**config.mk**
```make
export PLATFORM = sky130hd
export DESIGN_NAME = lcd_mux_seq
export DESIGN_NICKNAME = d
export VERILOG_FILES = /design/src/rtl/lcd_mux_seq.sv
export SDC_FILE = /design/constraint.sdc
export NUM_CORES = 1
export LEC_CHECK = 0
export ABC_AREA = 1
export CORE_ASPECT_RATIO = 1.5
export CORE_UTILIZATION = 36
export CTS_CLUSTER_DIAMETER = 150
export DETAILED_ROUTE_END_ITERATION = 8
export GPL_TIMING_DRIVEN = 0
export PLACE_DENSITY = 0.74
export SLEW_MARGIN = 0
export SYNTH_ARGS = -nofsm -noshare
export SYNTH_HDL_FRONTEND = slang
export SYNTH_SLANG_ARGS = --single-unit
export TNS_END_PERCENT = 100
```
**constraint.sdc**
```tcl
create_clock -name clk -period 2.28 [get_ports clk]
set_input_delay 0.456 -clock clk [delete_from_list [all_inputs] [get_ports clk]]
set_output_delay 0.456 -clock clk [all_outputs]
set_load 0.02 [all_outputs]
```
**src/rtl/lcd_mux_seq.sv**
```systemverilog
module lcd_mux_seq #(
  parameter int FRAME_CYCLES = 64,
  parameter int BLINK_BASE   = 512,
  parameter int NSEG         = 20,
  parameter int LW           = 3
) (
  input  logic                 clk,
  input  logic                 rst,
  input  logic                 disp_en,
  input  logic                 mode8,
  input  logic                 fast_frame,
  input  logic [1:0]           blink_sel,
  input  logic [NSEG*8-1:0]    seg_bits,
  output logic [4*LW-1:0]      com_lvl,
  output logic [NSEG*LW-1:0]   seg_lvl
);

  localparam int SLOT4 = FRAME_CYCLES / 4;
  localparam int SLOT8 = FRAME_CYCLES / 8;
  localparam int CW    = $clog2(SLOT4) + 1;
  localparam int BW    = $clog2(BLINK_BASE * 4 + 1);

  logic [CW-1:0] cnt, slot_len;
  logic [2:0]    com_idx;
  logic          pol;
  logic          slot_end, last_com;
  logic [BW-1:0] bcnt, bhalf;
  logic          bph, blank;

  assign slot_len = mode8 ? (fast_frame ? CW'(SLOT8 / 2) : CW'(SLOT8))
                          : (fast_frame ? CW'(SLOT8)     : CW'(SLOT4));
  assign slot_end = (cnt + 1'b1) >= slot_len;
  assign last_com = mode8 ? (com_idx >= 3'd7) : (com_idx >= 3'd3);

  always_ff @(posedge clk) begin
    if (rst) begin
      cnt     <= '0;
      com_idx <= '0;
      pol     <= 1'b0;
    end else if (slot_end) begin
      cnt <= '0;
      if (last_com) begin
        com_idx <= '0;
        pol     <= ~pol;
      end else begin
        com_idx <= com_idx + 3'd1;
      end
    end else begin
      cnt <= cnt + 1'b1;
    end
  end

  always_comb begin
    case (blink_sel)
      2'd1:    bhalf = BW'(BLINK_BASE);
      2'd2:    bhalf = BW'(BLINK_BASE * 2);
      default: bhalf = BW'(BLINK_BASE * 4);
    endcase
  end

  always_ff @(posedge clk) begin
    if (rst || blink_sel == 2'd0) begin
      bcnt <= '0;
      bph  <= 1'b0;
    end else if ((bcnt + 1'b1) >= bhalf) begin
      bcnt <= '0;
      bph  <= ~bph;
    end else begin
      bcnt <= bcnt + 1'b1;
    end
  end

  assign blank = ~disp_en | bph;

  logic [LW-1:0] sel_l, uns_l, on_l, off_l;
  assign sel_l = pol ? (mode8 ? LW'(4) : LW'(3)) : LW'(0);
  assign uns_l = pol ? LW'(1) : (mode8 ? LW'(3) : LW'(2));
  assign on_l  = pol ? LW'(0) : (mode8 ? LW'(4) : LW'(3));
  assign off_l = mode8 ? LW'(2) : (pol ? LW'(2) : LW'(1));

  logic [4*LW-1:0]    com_nxt;
  logic [NSEG*LW-1:0] seg_nxt;
  logic [2:0]         bit_idx;

  assign bit_idx = mode8 ? com_idx : {1'b0, com_idx[1:0]};

  for (genvar c = 0; c < 4; c++) begin : g_com
    assign com_nxt[c*LW +: LW] = blank ? '0 : ((com_idx == 3'(c)) ? sel_l : uns_l);
  end

  for (genvar s = 0; s < NSEG; s++) begin : g_seg
    logic [7:0]    sbyte;
    logic [LW-1:0] data_l;
    assign sbyte  = seg_bits[s*8 +: 8];
    assign data_l = sbyte[bit_idx] ? on_l : off_l;
    if (s < 4) begin : g_shared
      logic [LW-1:0] as_com;
      assign as_com = (com_idx == 3'(s + 4)) ? sel_l : uns_l;
      assign seg_nxt[s*LW +: LW] = blank ? '0 : (mode8 ? as_com : data_l);
    end else begin : g_plain
      assign seg_nxt[s*LW +: LW] = blank ? '0 : data_l;
    end
  end

  always_ff @(posedge clk) begin
    if (rst) begin
      com_lvl <= '0;
      seg_lvl <= '0;
    end else begin
      com_lvl <= com_nxt;
      seg_lvl <= seg_nxt;
    end
  end

endmodule

```
* After elaboration in Yosys (flattened, before gate mapping)
Index checks and enable logic that the tools add are counted.
Storage, ports and cells: bits in registers 94, bits in latches 0, bits in writable memories 0, bits in read-only memories 0, output and inout bits 72, word-level logic and storage cells 121, memories 0
Operators by class: $add $sub $neg 3, multipliers 0, div/mod/pow operators 0, order comparisons 5, equal/unequal tests 9, shifts and indexed selects 0, mux-type cells 86, bitwise operators 4, reduce and logical (&&, ||, !) cells 7
Operators with widths (number):
- 2-to-1 mux 3 bit | 37
- binary-select mux 1 bit (select 3 bit) | 20
- case mux 12 bit (2 select lines) | 1
- 2-to-1 mux 1 bit | 22
- adder 12 x 1 -> 12 bit (second input constant) | 1
- equality test 3 bit (second input constant) | 4
- greater-or-equal comparator 12 bit | 1
- 2-to-1 mux 5 bit | 2
- equality test 3 x 2 -> 1 bit (second input constant) | 2
- 2-to-1 mux 2 bit | 3
- OR reduction 2 bit | 3
- adder 5 x 1 -> 5 bit (second input constant) | 1
- greater-or-equal comparator 5 bit | 1
- < comparator 3 x 4 -> 1 bit (second input constant) | 1
- 2-to-1 mux 4 bit | 1
- adder 3 x 1 -> 3 bit (second input constant) | 1
- equality test 3 x 1 -> 1 bit (second input constant) | 1
- greater-or-equal comparator 3 x 2 -> 1 bit (second input constant) | 1
- greater-or-equal comparator 3 bit (second input constant) | 1
- zero test 3 bit | 1
- NOT 1 bit | 3
- equality test 2 x 1 -> 1 bit (second input constant) | 1
- equality test 2 bit (second input constant) | 1
- zero test 2 bit | 1
- 3 further kinds | 3

* Logic depth before layout (Yosys ltp)
Gate-level depths: netlist (run 1).
depth after elaboration 5, gate-level depth with buffers 15, mapped depth without buffers 15

* Worst setup path before layout (run 1)
OpenSTA, ideal clock, no wires.
kind register to register, from register bcnt[0], to register bcnt[8], arrival 2.323 ns, path slack -0.109 ns, cell stages (with the launch flop) 14, path buffers 1, period minus slack after synthesis 2.389 ns, cell sequence dfxtp_1 -> ha_1 -> nand3_2 -> nor2_4 -> nand3_1 -> xor2_1 -> inv_1 -> ha_1 -> nand2_1 -> nor2_1 -> a211oi_1 -> nand3_2 -> buf_6 -> a21oi_2
On the way: longest elaborated chain between the ends 3
RTL lines:
- from (decl) | RTL line 27 | logic [BW-1:0] bcnt, bhalf;
- from (signal assigned) | RTL line 69 | bcnt <= bcnt + 1'b1;
- adder 12 x 1 -> 12 bit * | RTL line 65, 69
- greater-or-equal comparator 12 bit | RTL line 65 | end else if ((bcnt + 1'b1) >= bhalf) begin
- OR reduction 2 bit (no source line)
Mark *: on every way between the ends. The rest lies on a longest branch, timed or not. A chain may end at the register's enable or synchronous reset.

* Final worst setup path (run 1)
from register bcnt[0], to register bcnt[3]
The elaborated chain is that of the path after synthesis.

==> results.ini, run 1 <==
[run_status]
outcome=finished, violations left
violations=setup timing

[placed_design]
gp_congestion=0.890
portBuffers=230
dp.final_hpwl_um=13800

[critical_path]
cp.arrival_ns=2.58
critPathLaunchType=flip-flop
startpoint=bcnt[0]
end_kind=flip-flop
r2r-end=bcnt[3]
crit_type=reg -> reg
r2r_slack_ns=-0.07
timing.rr.start=bcnt[0]
critPathRequiredTime_ns=2.51
path_cells=ha_4 > nand3_4 > nor2_4 > nand3_2 > xor2_1 > inv_1 > ha_4 > nand4_1 > nor2_1 > nand3_1 > nor2_2 > nand2_2 > nand3_4 > buf_8 > nor2_2
endpoint=bcnt[3]
crit_slowest_cell=dfxtp_4
reg2reg_depth=15
critical_path.max_fanout=5
slowest_delay_ns=0.36

[timing]
rsz0062_at_grt=yes
slew_viol_final=0
fin_skew_ns=0.00455
fin_crit_sh_pct=103
fmax_mhz=425
slew-limit-headroom_pct=64.6
hold_violations=0
tightest_slew_ns=0.530
setup_ws_ns=-0.0708
setup_viol=12
finalCriticalPeriod_ns=2.35

[power_and_ir_drop]
seq_power_share_pct=35.6
power_density_nw_per_um2=545
power_mw=4.15
leakage_nw=3.15
p_switching_mw=1.20
clkPwrFrac_pct=35.7
swShare_pct=29.0
p_int_mw=2.95
ir_drop_mv=0.449
pwr-share-comb_pct=28.8

[clock_network]
path_clk_slew_ns=0.06
clock-sinks=79
ctsHoldBuffers=0
clock-root-buffer=clkbuf_16
cts_buffers=9
clockBufferDepth=2
htreeDepth=3
cts_tree=built
clock_latency_ns=0.33

[job]
maxCapViolCount=0

[logic_synthesis]
synthXorXnorAreaFrac_pct=1.16
synth.net_count=859
async_flop_share_pct=0
synth_compound_area_share_pct=18.4
synth_mux_area_share_pct=0
synth_top_area_share_pct=34.9
synth.avg_cell_area_um2=6.75
syn_area_um2=4530
yosysWarnings=0
synth.area.top_cells=dfxtp_1 35%, nor2_1 15%, o21ai_0 8.2%
ys_ff_latch=79
seq_area_frac_synth_pct=34.9
yosysTopAreaCell=dfxtp_1
yosys.area_share.simple_pct=29.0
synth_edf_count=0
yosysMostFrequentCell=nor2_1
synth-main-ff-cell=dfxtp_1
synth_common_cells=181 x nor2_1, 79 x dfxtp_1, 74 x o21ai_0, 69 x nand2_1, 43 x inv_1
syn_inst=671
synth_top_family_by_area=simple AND/OR/NAND/NOR gates
ys_types=34
synthAdderAreaFrac_pct=5.80

[drt]
drt_pre_antenna_iters=5
via_count=5342
routed_via_density=4.92
wl_per_cell_um=15.9
drc=0
ant_nets=0
dr.first_iter.drc_count=306
drt_wl_total_um=17200

[cells_and_area]
finish.utilization_pct=62.8
fill_cells=1067
seq_area_um2=1600
final_nets=1115
area_growth_pct=68.3
drive_above_1_share_pct=12.1
multi_input_area_um2=2570
antenna_cells=0

[global_route]
grt_pass1_wl_um=26400
antenna_found_initial=0
overflow=0
grt_pass1_vias=5108
track_usage_pct=26.7
grt_max_degree=17

[floorplan]
start_util_pct=37.3
dieHeight_um=139
io_pins=239
die_area_um2=13000
row_count=49
die_x_um=93.6
core_um2=12100

[hold_path]
hold_class=reg -> reg

-- final cells by class --
cell class              count  share of cell area [%]
multi-input cells         492                    33.7
clock inverters             5                   0.837
plain buffers              54                    4.25
inverters                  46                    2.26
flip-flops and latches     79                    20.9
repair buffers            245                    32.2
clock buffers              11                    3.32
well taps                 153                    2.51
-- registers in the layout (all words and copies together) (netlist names) --
| register | count |
|---|---|
| pol | 1 |
| com_lvl | 12 |
| bcnt | 12 |
| cnt | 5 |
| com_idx | 3 |
| seg_lvl | 45 |
| bph | 1 |
-- cells by family (layout without fill, tap and decap cells) --
| group | count (synthesis) | in the layout |
|---|---|---|
| compound gates | 151 | 151 |
| simple gates | 314 | 314 |
| xor+xnor | 6 | 6 |
| flops | 79 | 79 |
| buf+inv | 100 | 361 |
| fa+ha+maj | 21 | 21 |
-- per-stage QoR --
| stage | hold WS (ns) | setup TNS (ns) | std cells | cell area [um2] | setup WS (ns) |
|---|---|---|---|---|---|
| floorplan | 0.433 | 0 | 671 | 4540 | 0.00204 |
| global placement | 0.448 | -7.15 | 1054 | 7030 | -0.533 |
| detailed placement | 0.458 | -8.13 | 1054 | 7030 | -0.589 |
| CTS | 0.472 | 0 | 1080 | 7520 | 0.000291 |
| global route | 0.453 | -1.87 | 1085 | 7620 | -0.168 |
| finish | 0.434 | -0.687 | 1085 | 7620 | -0.0708 |
-- power by group through the flow --
| stage | combinational [mW] | sequential, mW | clock (mW) |
|---|---|---|---|
| 3_3_place_gp | 1.14 | 1.51 | 0 |
| 4_1_cts | 1.18 | 1.48 | 1.50 |
| 3_5_place_dp | 1.15 | 1.51 | 0 |
| 6_report | 1.19 | 1.48 | 1.48 |
| 2_1_floorplan | 0.504 | 1.58 | 0 |
| 5_1_grt | 1.30 | 1.48 | 1.56 |
-- how the worst min path moves through the flow --
stage | startpoint | to | depth (start not counted)
global placement | cnt[0] | cnt[0] | 1
global route | cnt[0] | cnt[0] | 1
floorplan | cnt[0] | cnt[0] | 1
CTS | cnt[0] | cnt[0] | 1
finish | cnt[0] | cnt[0] | 1
detailed placement | cnt[0] | cnt[0] | 1
-- metal layers --
layer | vias to the layer above | part of all wire (%) | global-route usage [%] | routed length, um
met5 | - | 0 | 0 | 0
met4 | 0 | 4.3 | 12.9 | 740
met3 | 40 | 5.7 | 3.99 | 988
met2 | 217 | 52 | 48.9 | 9000
met1 | 2389 | 38 | 29.5 | 6510
li1 | 2696 | - | - | -
-- cells in the final DEF, fill, tap and decap left out, types with 17 or more instances in the layout --
cell	synthesis	routed
a21oi_1	22	21
buf_4	18	30
clkdlybuf4s50_1	0	229
dfxtp_1	79	73
ha_1	21	19
inv_1	43	43
nand2_1	69	66
nand3_1	34	31
nor2_1	181	178
o211ai_1	17	17
o21ai_0	74	73
o21ai_1	22	23
-- timing repair --
item                                   in CTS  in global routing
setup endpoints to repair                  22                 22
gates cloned                                1                  0
buffers inserted                            9                  5
pin swaps                                  10                 13
endpoints found under the hold margin       0                  0
gates resized for setup                    21                 15
-- worst max-delay path: cells and delay by family (launching register included) --
family,cells,cell delay (ns)
xor+xnor,1,0.20
fa+ha+maj,2,0.42
buf+inv,2,0.24
flops,1,0.36
simple gates,10,1.02
Note: power is estimated with default switching activity, not from simulation.
==> run 2, diff against run 1 <==
Settings changed: ABC_AREA 1 to not set, PLACE_DENSITY 0.74 to 0.75.
==> run 2 against run 1 <==
Effect of this change: the flow still finishes with violations (setup timing); register-to-register slack worse by 0.21 ns; critical endpoint is now bcnt[7]; design area is 1.9% lower; clock skew is 0.0018 ns higher; sequential power hardly changed; global-route usage is 4.4 points lower; clock power is 3% lower; wire length is 18% lower; setup slack worse by 0.21 ns.
==> results.ini, run 2 <==
[floorplan]
dieHeight_um=138
die_area_um2=12700
io_pins=239
core_um2=12000
start_util_pct=36.9
die_x_um=92.3
row_count=49

[cells_and_area]
final_cell_mix=221 x clkdlybuf4s50_1, 71 x dfxtp_1, 62 x nor2_1
fill_cells=937
final_nets=837
final_common_cell=clkdlybuf4s50_1
regMostFlops=seg_lvl
final_area_um2=7480
drive_above_1_share_pct=23.2
largest_reg_flops=45
finish.utilization_pct=62.6
area_growth_pct=69.7
antenna_cells=0
largestRegisters=seg_lvl x45, bcnt x12, com_lvl x12

[clock_network]
clock_latency_ns=0.34
cts_tree=built
path_clk_slew_ns=0.06
clock-sinks=79
clockBufferDepth=2
clock-root-buffer=clkbuf_16
htreeDepth=3
cts_buffers=9

[logic_synthesis]
ys_types=50
async_flop_share_pct=0
synth-main-ff-cell=dfxtp_1
ys_ff_latch=79
yosysTopAreaCell=dfxtp_1
seq_area_frac_synth_pct=35.9
synth_common_cells=79 x dfxtp_1, 66 x nor2_1, 35 x mux4_2, 26 x xnor2_1, 21 x ha_1
synth.avg_cell_area_um2=11.2
synth_top_area_share_pct=35.9
synth.net_count=583
yosysWarnings=0
yosysMostFrequentCell=dfxtp_1
syn_inst=395
syn_area_um2=4410
synth.area.top_cells=dfxtp_1 36%, mux4_2 18%, ha_1 6.0%
synth_edf_count=0

[critical_path]
end_kind=flip-flop
crit_slowest_cell=dfxtp_4
critical_path.max_fanout=5
cp.arrival_ns=2.79
critPathRequiredTime_ns=2.51
critPathBufInv=2
cpMostUsedCell=nand4_1
crit_type=reg -> reg
slowest_delay_ns=0.37
path_cells=nand4_1 > nor2_4 > nand3_2 > xnor2_2 > ha_1 > nand4_1 > buf_4 > o41ai_4 > a31o_1 > buf_6 > nor2_1
critPathLaunchType=flip-flop
path_delay_family=simple AND/OR/NAND/NOR gates

[timing]
hold_violations=0
finalCriticalPeriod_ns=2.56
rsz0062_at_grt=yes
fmax_mhz=390
tightest_slew_ns=0.593
fin_crit_sh_pct=112
fin_skew_ns=0.00633
slew_viol_final=0
setup_ws_ns=-0.282
slew-limit-headroom_pct=60.5
setup_viol=11

[run_status]
violations=setup timing
outcome=finished, violations left

[drt]
via_count=4050
dr.first_iter.drc_count=127
ant_nets=0
wl_per_cell_um=17.5
drt_pre_antenna_iters=5
drc=0
routed_via_density=5.02
drt_wl_total_um=14100

[power_and_ir_drop]
power_density_nw_per_um2=550
leakage_nw=2.87
ir_drop_mv=0.342

[placed_design]
portBuffers=222
gp_congestion=0.820
placed_area_um2=6880
dp.final_hpwl_um=11300

[job]
maxCapViolCount=0

[global_route]
overflow=0
antenna_found_initial=0
track_usage_pct=22.3
grt_pass1_vias=4281
grt_max_degree=17
grt_pass1_wl_um=21300

[hold_path]
hold_class=reg -> reg

[run 2: cell types whose count changed in the layout (fill, tap and decap cells not counted), sizes merged, moves of 17 or more]
cell,previous run,this run
inv,47,17
mux2i,0,19
xnor2,2,26
o21ai,96,3
nor2,195,67
o211ai,17,0
nand3,36,8
nand2,72,9
mux4,0,36
[run 2: worst reg2reg max path: stages, from the launching register on]
cell and delay, ns:
dfxtp_4 0.37, nand4_1 0.20, nor2_4 0.19, nand3_2 0.11, xnor2_2 0.15, ha_1 0.29, nand4_1 0.14, buf_4 0.18
o41ai_4 0.37, a31o_1 0.26, buf_6 0.14, nor2_1 0.05
[run 2: final timing paths]
path	startpoint	to	slack (ns)	cells past startpoint
worst max-delay path	bcnt[6]	bcnt[7]	-0.28	11
worst min-delay path	bcnt[0]	bcnt[0]	0.46	1
worst max register to register	bcnt[6]	bcnt[7]	-0.28	11
worst min register to register	bcnt[0]	bcnt[0]	0.46	1
[run 2: logic make-up after synthesis]
family,synth area share [%]
AND/OR/NAND/NOR,13.2
flip-flops,35.9
multiplexers,26.9
buffers and inverters,7.13
AO/OA/AOI/OAI,5.14
XOR/XNOR,5.76
adder cells (fa/ha/maj),5.96
[run 2: what timing repair did]
action / 4_1_cts / 5_1_grt
hold buffers: 0 / 0
hold endpoints to repair: 0 / 0
resized for setup: 27 / 15
setup buffers: 19 / 4
endpoints found under the setup margin: 35 / 43
pin swaps: 14 / 9
gates cloned: 1 / 0
[run 2: final cells by class]
class                           instances  area (um2)  share of cell area (%)
Clock inverter                          7        77.6                    1.04
Timing Repair Buffer                  246        2410                    32.2
Tap cell                              153         191                    2.56
Sequential cell                        79        1600                    21.4
Buffer                                 36         272                    3.63
Multi-Input combinational cell        264        2650                    35.5
Inverter                               13        48.8                   0.652
Clock buffer                            9         225                    3.01
[run 2: routing by layer]
metal | up-vias | track usage (%) | part of all wire, %
li1 | 1887 | - | -
met1 | 1902 | 22.3 | 35
met2 | 224 | 42.6 | 55
met3 | 37 | 5.63 | 6.8
met4 | 0 | 10.3 | 3.8
met5 | - | 0 | 0
[run 2: through the flow]
| step | worst slack, ns | hold WS [ns] | setup TNS [ns] | cells | power [mW] |
|---|---|---|---|---|---|
| 3_5_place_dp | -0.618 | 0.463 | -14.57 | 770 | 2.68 |
| 6_report | -0.282 | 0.458 | -2.95 | 807 | 4.12 |
| 5_1_grt | -0.424 | 0.475 | -4.44 | 807 | 4.29 |
| 3_3_place_gp | -0.558 | 0.444 | -13.50 | 770 | 2.66 |
| 4_1_cts | -0.152 | 0.452 | -1.54 | 804 | 4.15 |
| 2_1_floorplan | 0.00816 | 0.433 | 0 | 395 | 2.16 |
[run 2: power by group]
group	internal, mW	switching, mW	leakage, nW
logic	0.702	0.492	2.07
registers	1.45	0.0325	0.649
clock network	0.862	0.581	0.153
total	3.01	1.10	2.87
==> run 3, diff against run 2 <==
Settings changed: ABC_CLOCK_PERIOD_IN_PS set to 2280, CTS_CLUSTER_SIZE set to 40, REMOVE_ABC_BUFFERS set to 1.
==> run 3 against run 2 <==
Effect of this change: the flow still finishes with violations (setup timing); clock skew down 0.0020 ns; worst hold slack better by 0.030 ns; power up 2.6%; via count down 3.8%; design area down 1.3%; wire length down 4.3%; maximum frequency down 1.1%; sequential cell count unchanged; critical path depth unchanged; cell count down 3.3%; global-route usage down 1.8 points; non-clock buffer count down 27; highest routed layer unchanged.
==> results.ini, run 3 (synthesis gave the netlist of run 2 again) <==
[run_status]
outcome=finished, violations left
violations=setup timing

[critical_path]
cp.arrival_ns=2.82
path_delay_family=buffers and inverters
end_kind=flip-flop
crit_slowest_cell=dfxtp_4
cpMostUsedCell=buf_4
crit_type=reg -> reg
path_cells=nand4_1 > buf_4 > nor3_4 > xnor2_1 > ha_1 > nand4_1 > buf_4 > o41ai_4 > buf_4 > a31o_4 > nor2_1
critical_path.max_fanout=5
critPathRequiredTime_ns=2.51
critPathBufInv=3
slowest_delay_ns=0.36
critPathLaunchType=flip-flop

[placed_design]
portBuffers=222
placed_area_um2=6580
gp_congestion=0.891
dp.final_hpwl_um=9590

[power_and_ir_drop]
power_density_nw_per_um2=572
p_switching_mw=1.04
power_mw=4.22
leakage_nw=2.79
seq_power_share_pct=35.9
swShare_pct=24.8
ir_drop_mv=0.393
pwr-share-comb_pct=25.8
p_int_mw=3.18
clkPwrFrac_pct=38.4

[cells_and_area]
largestRegisters=seg_lvl x45, bcnt x12, com_lvl x12
final_nets=811
largest_reg_flops=45
drive_above_1_share_pct=22.2
antenna_cells=0
area_growth_pct=67.5
final_common_cell=clkdlybuf4s50_1
regMostFlops=seg_lvl
final_cell_mix=221 x clkdlybuf4s50_1, 69 x dfxtp_1, 61 x nor2_1
final_area_um2=7380

[floorplan]
row_count=49
die_x_um=92.3
dieHeight_um=138
core_um2=12000
die_area_um2=12700
io_pins=239
start_util_pct=36.9

[clock_network]
clock_latency_ns=0.33
path_clk_slew_ns=0.06
cts_buffers=9
clock-sinks=79
htreeDepth=3
cts_tree=built
clockBufferDepth=2
clock-root-buffer=clkbuf_16

[timing]
rsz0062_at_grt=yes
fin_skew_ns=0.00432
fin_crit_sh_pct=114
slew-limit-headroom_pct=38.9
fin_hold_ws_ns=0.488
tightest_slew_ns=0.913
fmax_mhz=386
setup_ws_ns=-0.311
slew_viol_final=0
setup_viol=13
hold_violations=0
finalCriticalPeriod_ns=2.59

[drt]
drt_wl_total_um=13500
dr.first_iter.drc_count=121
ant_nets=0
routed_via_density=5.00
drc=0
wl_per_cell_um=17.3
drt_pre_antenna_iters=4
via_count=3897

[global_route]
antenna_found_initial=0
track_usage_pct=20.5
grt_max_degree=40
grt_pass1_wl_um=19500
overflow=0
grt_pass1_vias=3936

[job]
maxCapViolCount=0

[hold_path]
hold_class=reg -> reg

[run 3: cell types whose count changed in the layout (fill, tap and decap cells not counted), sizes merged]
cell          before  now
bufinv             1    3
inv               17   13
buf               50   33
clkbuf            19   11
dlymetal6s2s       1    0
a31o               1    2
[run 3: path summary, 6_finish.rpt]
check	from	end	slack, ns	cells after the start
worst max-delay path	bcnt[2]	bcnt[7]	-0.31	11
worst min-delay path	cnt[0]	cnt[0]	0.49	1
worst max register to register	bcnt[2]	bcnt[7]	-0.31	11
worst min register to register	cnt[0]	cnt[0]	0.49	1
[run 3: repair_timing]
action                                  in CTS  in global routing
setup buffers                               25                  8
pin swaps                                   10                 19
hold buffers                                 0                  0
gates resized for setup                     35                 26
gates cloned                                 1                  0
endpoints found under the setup margin      54                 37
[run 3: metrics by stage]
stage	setup slack, ns	TNS [ns]	util (%)	std cells
6_report	-0.311	-3.28	61.8	780
3_3_place_gp	-1.27	-65.91	54.8	731
3_5_place_dp	-0.969	-38.92	55.0	732
5_1_grt	-0.352	-3.88	61.8	780
4_1_cts	-0.0610	-0.446	60.3	773
2_1_floorplan	-0.726	-35.20	-	356
[run 3: power groups by stage]
stage,clock network [mW],registers (mW),logic (mW)
2_1_floorplan,0,1.64,0.452
3_3_place_gp,0,1.57,1.01
3_5_place_dp,0,1.55,1.05
4_1_cts,1.66,1.52,1.07
5_1_grt,1.73,1.53,1.16
6_report,1.62,1.51,1.09
[run 3: worst reg2reg max path, cell delays in order, from the launching register on]
cell and delay [ns]:
dfxtp_4 0.36, nand4_1 0.21, buf_4 0.23, nor3_4 0.13, xnor2_1 0.11, ha_1 0.32
nand4_1 0.16, buf_4 0.19, o41ai_4 0.31, buf_4 0.19, a31o_4 0.20, nor2_1 0.06
[run 3: routing by layer]
layer  vias up  GRT usage [%]  part of all wire, %
li1       1839              -                    -
met1      1832           20.7                   34
met2       186           39.8                   56
met3        40           4.75                  5.8
met4         0           8.16                  3.8
met5         -              0                    0
[run 3: area by class of cell]
class,instances,area [um2]
clock inverter,5,108
inverter,13,48.8
timing repair buffer,255,2490
multi-input combinational,265,2700
sequential,79,1620
clock buffer,10,229
fill,960,4570
tap,153,191
